--- config.mk ---
export PLATFORM = sky130hd
export DESIGN_NAME = cs_idle_timeout
export DESIGN_NICKNAME = d
export VERILOG_FILES = /design/src/rtl/cs_idle_pkg.sv /design/src/rtl/cs_idle_cfg.sv /design/src/rtl/cs_idle_count.sv /design/src/rtl/cs_idle_out.sv /design/src/rtl/cs_idle_timeout.sv
export SDC_FILE = /design/constraint.sdc
export NUM_CORES = 1
export LEC_CHECK = 0
export BUFFER_PORTS_ARGS = -buffer_cell sky130_fd_sc_hd__buf_2
export CORE_MARGIN = 1
export CORE_UTILIZATION = 51
export DETAILED_ROUTE_END_ITERATION = 10
export PLACE_DENSITY = 0.76
export SYNTH_ARGS = -nofsm -noshare
export SYNTH_HDL_FRONTEND = slang
export SYNTH_HIERARCHICAL = 1
export SYNTH_SLANG_ARGS = --single-unit
--- constraint.sdc ---
create_clock -name clk -period 2.7 [get_ports clk]
set_input_delay 0.27 -clock clk [delete_from_list [all_inputs] [get_ports clk]]
set_output_delay 0.27 -clock clk [all_outputs]
set_load 0.01 [all_outputs]
--- src/rtl/cs_idle_pkg.sv ---
package cs_idle_pkg;

  localparam int unsigned CS_IDLE_CNT_W = 16;

  typedef enum logic {
    ST_IDLE  = 1'b0,
    ST_COUNT = 1'b1
  } idle_state_e;

endpackage

--- src/rtl/cs_idle_cfg.sv ---
module cs_idle_cfg (
  input  logic clk,
  input  logic rst,
  input  logic mmap_mode_i,
  input  logic busy_i,
  input  logic timeout_en_i,
  input  logic fifo_full_i,
  output logic en_q_o,
  output logic gate_o,
  output logic full_rise_o
);

  logic en_q;
  logic full_d;

  // Enable capture is allowed only while the engine is idle.
  always_ff @(posedge clk) begin
    if (rst) begin
      en_q <= 1'b0;
    end else if (!busy_i) begin
      en_q <= timeout_en_i;
    end
  end

  // Remember last cycle's FIFO-full level for edge detection.
  always_ff @(posedge clk) begin
    if (rst) begin
      full_d <= 1'b0;
    end else begin
      full_d <= fifo_full_i;
    end
  end

  assign en_q_o      = en_q;
  assign gate_o      = mmap_mode_i && en_q;
  assign full_rise_o = fifo_full_i && !full_d;

  AST_EN_HOLD_BUSY: assert property (@(posedge clk) disable iff (rst)
    busy_i |=> $stable(en_q));

endmodule

--- src/rtl/cs_idle_count.sv ---
module cs_idle_count
  import cs_idle_pkg::*;
#(
  parameter int unsigned CNT_W = CS_IDLE_CNT_W
) (
  input  logic             clk,
  input  logic             rst,
  input  logic             gate_i,
  input  logic             mmap_mode_i,
  input  logic             start_i,
  input  logic             access_i,
  input  logic [CNT_W-1:0] limit_i,
  output logic             fire_o
);

  idle_state_e      state_q, state_d;
  logic [CNT_W-1:0] cnt_q, cnt_d;
  logic [CNT_W-1:0] cur;
  logic             live;

  // A fresh edge restarts from zero, otherwise continue the running count.
  always_comb begin
    cur    = start_i ? '0 : cnt_q;
    live   = (start_i || (state_q == ST_COUNT)) && gate_i && !access_i;
    fire_o = live && (cur >= limit_i);
  end

  always_comb begin
    state_d = state_q;
    cnt_d   = cnt_q;
    if (!gate_i || access_i || fire_o) begin
      state_d = ST_IDLE;
      cnt_d   = '0;
    end else if (live) begin
      state_d = ST_COUNT;
      cnt_d   = cur + 1'b1;
    end
  end

  always_ff @(posedge clk) begin
    if (rst) begin
      state_q <= ST_IDLE;
      cnt_q   <= '0;
    end else begin
      state_q <= state_d;
      cnt_q   <= cnt_d;
    end
  end

  AST_ACCESS_CLEARS: assert property (@(posedge clk) disable iff (rst)
    access_i |=> (cnt_q == '0 && state_q == ST_IDLE));

  AST_MODE_CLEARS: assert property (@(posedge clk) disable iff (rst)
    !mmap_mode_i |=> (cnt_q == '0 && state_q == ST_IDLE));

endmodule

--- src/rtl/cs_idle_out.sv ---
module cs_idle_out (
  input  logic clk,
  input  logic rst,
  input  logic fire_i,
  input  logic flag_clr_i,
  output logic release_o,
  output logic flag_o
);

  logic rel_q;
  logic flag_q;

  // Outputs are registered; a set outranks a clear in the same cycle.
  always_ff @(posedge clk) begin
    if (rst) begin
      rel_q  <= 1'b0;
      flag_q <= 1'b0;
    end else begin
      rel_q  <= fire_i;
      flag_q <= fire_i || (flag_q && !flag_clr_i);
    end
  end

  assign release_o = rel_q;
  assign flag_o    = flag_q;

  AST_REL_SETS_FLAG: assert property (@(posedge clk) disable iff (rst)
    release_o |-> flag_o);

  AST_FLAG_STICKY: assert property (@(posedge clk) disable iff (rst)
    (flag_o && !flag_clr_i) |=> flag_o);

endmodule

--- src/rtl/cs_idle_timeout.sv ---
module cs_idle_timeout
  import cs_idle_pkg::*;
#(
  parameter int unsigned CNT_W = CS_IDLE_CNT_W
) (
  input  logic             clk,
  input  logic             rst,
  input  logic             mmap_mode_i,
  input  logic             busy_i,
  input  logic             timeout_en_i,
  input  logic [CNT_W-1:0] timeout_i,
  input  logic             fifo_full_i,
  input  logic             access_i,
  input  logic             flag_clr_i,
  output logic             cs_release_o,
  output logic             timeout_flag_o
);

  logic en_q;
  logic gate;
  logic full_rise;
  logic fire;

  cs_idle_cfg i_cfg (
    .clk          (clk),
    .rst          (rst),
    .mmap_mode_i  (mmap_mode_i),
    .busy_i       (busy_i),
    .timeout_en_i (timeout_en_i),
    .fifo_full_i  (fifo_full_i),
    .en_q_o       (en_q),
    .gate_o       (gate),
    .full_rise_o  (full_rise)
  );

  cs_idle_count #(.CNT_W(CNT_W)) i_count (
    .clk         (clk),
    .rst         (rst),
    .gate_i      (gate),
    .mmap_mode_i (mmap_mode_i),
    .start_i     (full_rise),
    .access_i    (access_i),
    .limit_i     (timeout_i),
    .fire_o      (fire)
  );

  cs_idle_out i_out (
    .clk        (clk),
    .rst        (rst),
    .fire_i     (fire),
    .flag_clr_i (flag_clr_i),
    .release_o  (cs_release_o),
    .flag_o     (timeout_flag_o)
  );

  AST_MODE_NO_REL: assert property (@(posedge clk) disable iff (rst)
    !mmap_mode_i |=> !cs_release_o);

  AST_DIS_NO_REL: assert property (@(posedge clk) disable iff (rst)
    !en_q |=> !cs_release_o);

endmodule

==> reports/qor.txt <==
Outcome = finished clean
Longest Clk Path Bufs = 2
Final slew viol count = 0
Hold Crit Class = in -> reg
Pin count of the biggest net entering global routing = 17
Die area = 0.00344 mm²
Crit end category = flop
Leakage power = 0.772 nW
# DRC = 0
Final number of hold-violating endpoints = 0
Nets = 269
DRT Pass-1 Iters = 4
Clock power share = 29.3%
Area Growth Syn to Fin = 14.5%
Final RePlAce weighted congestion = 0.863
Worst path arrival time = 2.55 ns
Max-slew headroom = 45.4%
Startpoint Class = flop
Top FF cell, synth = dfxtp_1
IO buf count = 25
Cell variety after synth = 40
Storage cell area = 420 µm²
Pint = 396 µW
Placed Cells = 268
Crit path top cell by count = nor2b_1
Initial antenna violation count = 0
Net count after synthesis = 240
CTS buffer count = 3
Diode count = 0
CORE AREA = 0.00305 mm²
Sw Pwr = 130 µW
Area contributors post-synth = dfxtp_1 (26%), ha_1 (12%), nor2b_1 (7.3%)
Hold_sp = fifo_full_i
Synth area leader = dfxtp_1
PD cells = 280 mW/mm²
Clk root buf = clkbuf_4
CP Max Fanout = 10
Antenna viol nets, final = 0
GRT Overall Usage = 20.4%
Flop2flop setup slack = 0.36 ns
Yosys reg bits = 21
Crit path kind = reg -> reg
Post-Synthesis Cells = 200
H-tree levels = 1
Worst VDD drop = 163 µV
Detailed-route via count = 1,408
Area fraction of the dominant cell type after synthesis = 25.6%
Period utilisation layout = 86.6%
Aggregate routed wire length = 3220 µm
Vias per cell = 5.18
Top post-synthesis cells by count = nand2_1 (25), dfxtp_1 (21), nor2b_1 (19)
Number of setup buffers added after CTS = 0
Cell Rows = 20
Reg2reg start = i_cfg/full_d$_SDFF_PP0_
Max-cap viol count = 0
CTS tree = built
Die Width = 58.7 µm
Setup TNS = 0 ns
Clk sinks = 21
Clock skew = 0.00287 ns
Critical Path Slowest Stage Cell = o41a_1
Hold-fix buffers, CTS = 0
Worst R2R End = i_count/cnt_q[7]$_SDFFE_PP0P_
Req. time, crit path = 2.91 ns
Sequential area share after synthesis = 25.6%
Die height = 58.7 µm
Synth Cell Area = 0.00164 mm²
Mean area per synthesized cell = 8.20 µm²
1st-iter DRT viols = 83
Worst slew pin tran = 0.819 ns
Max stage delay on crit path = 0.44 ns
Ys async rst share = 0%
Fillcell total = 285
Share of cells above drive strength 1 = 24.1%
Dpl hpwl = 2540 µm
Worst path cell trace = nor2b_4 > nor2b_1 > ha_1 > nor2b_1 > o21ai_0 > o21ai_2 > o41a_1 > buf_4 > nor4_1
# resized after CTS = 0
Hold_ws = 0.193 ns
Synth Warn # = 6
Number of global-route vias before repair = 1,282
Register-to-Register Path Depth = 9
Seq pwr share = 59.5%
Hold-critical path depth = 2
# IOs = 26
Final Setup Violations = 0
Number of flops mapped to enable cells by yosys = 0
Worst skew pair latency = 0.30 ns
Most frequent cell after synthesis = nand2_1
Multi-input gate area = 0.00111 mm²
Comb power frac = 11.2%
Fmax = 428 MHz
Net Sw Frac = 24.7%
Total grt overflow = 0
Reg clk slew, reported paths = 0.12 ns
Starting Density = 53.7%
First-pass GRT wire length = 5490 µm
Fin cells = 272
RSZ-0062 raised after global routing = no
DR WL/cell = 11.8 µm
Hold endpoint = i_cfg/full_d$_SDFF_PP0_
Crit path time final = 2.34 ns
## registers in the layout (all words and copies together) (netlist names)
register,count
i_cfg/en_q_o,1
i_cfg/full_d,1
i_count/cnt_q,16
i_count/state_q,1
i_out/flag_o,1
i_out/release_o,1
## critical path: cells and delay by family, from the launching register on
family                   cells  cell delay (ns)
buffers and inverters        1             0.20
AND/OR/NAND/NOR              4             0.71
flip-flops                   1             0.34
adder cells (fa/ha/maj)      1             0.30
AO/OA/AOI/OAI                3             0.69
## logic make-up after synthesis
family                   after synthesis  synth area share, %
AND/OR/NAND/NOR                      104                 38.5
XOR/XNOR                              12                 6.41
AO/OA/AOI/OAI                         17                 7.18
multiplexers                           4                 2.82
flip-flops                            21                 25.6
adder cells (fa/ha/maj)               16                 12.2
buffers and inverters                 26                 7.17
## worst max-delay path by stage
stage,from,endpoint,cells past startpoint
after floorplan,fifo_full_i,i_out/flag_o$_SDFF_PP0_,13
after global placement,fifo_full_i,i_out/flag_o$_SDFF_PP0_,11
after detailed placement,fifo_full_i,i_count/cnt_q[7]$_SDFFE_PP0P_,10
after CTS,i_cfg/full_d$_SDFF_PP0_,i_count/cnt_q[7]$_SDFFE_PP0P_,9
after global routing,i_cfg/full_d$_SDFF_PP0_,i_count/cnt_q[4]$_SDFFE_PP0P_,10
final,i_cfg/full_d$_SDFF_PP0_,i_count/cnt_q[7]$_SDFFE_PP0P_,9
## power groups by stage
| stage | Sequential [mW] | Clock, mW | Combinational (mW) |
|---|---|---|---|
| after floorplan | 0.319 | 0 | 0.0322 |
| after global placement | 0.319 | 0 | 0.0563 |
| after detailed placement | 0.319 | 0 | 0.0577 |
| after CTS | 0.312 | 0.155 | 0.0580 |
| after global routing | 0.313 | 0.166 | 0.0668 |
| final | 0.313 | 0.154 | 0.0588 |
## area by class of cell
class                           instances  area share [%]
Clock inverter                          1           0.267
Timing Repair Buffer                   34            10.9
Sequential cell                        21            22.4
Inverter                               16            3.20
Clock buffer                            3            1.20
Tap cell                               44            2.93
Multi-Input combinational cell        153            59.1
## stage by stage
stage               setup WS, ns  total power [mW]  util, %  instance area, µm²
finish                     0.362             0.526     61.5                1880
global route              0.0999             0.545     61.5                1880
CTS                       0.0209             0.525     61.2                1870
detailed placement       -0.0663             0.377     60.3                1840
global placement          0.0508             0.375     60.3                1840
floorplan                 0.0168             0.351        -                1640
## layout by cell type (no fill, tap or decap), types with 3 or more instances in the layout
cell      instances
buf_4             8
nor2_1            9
nor2b_1          18
nand2_1          25
clkbuf_4          3
nand4_1           6
nand2b_1          4
dfxtp_1          21
nor3_1            6
buf_2            25
a21oi_1           3
xor2_1            5
nor4_2            9
ha_1             16
inv_1            16
o21ai_0           4
nand4b_1          3
nor4_1            8
xnor2_1           7
nand3_1           5
## per-layer routing
layer,GRT usage (%),share of wire (%)
met4,5.10,0.65
met5,0,0
met1,30.0,52
met2,33.2,43
met3,0.659,4.4
No activity file was read; power rests on OpenSTA's default activity.
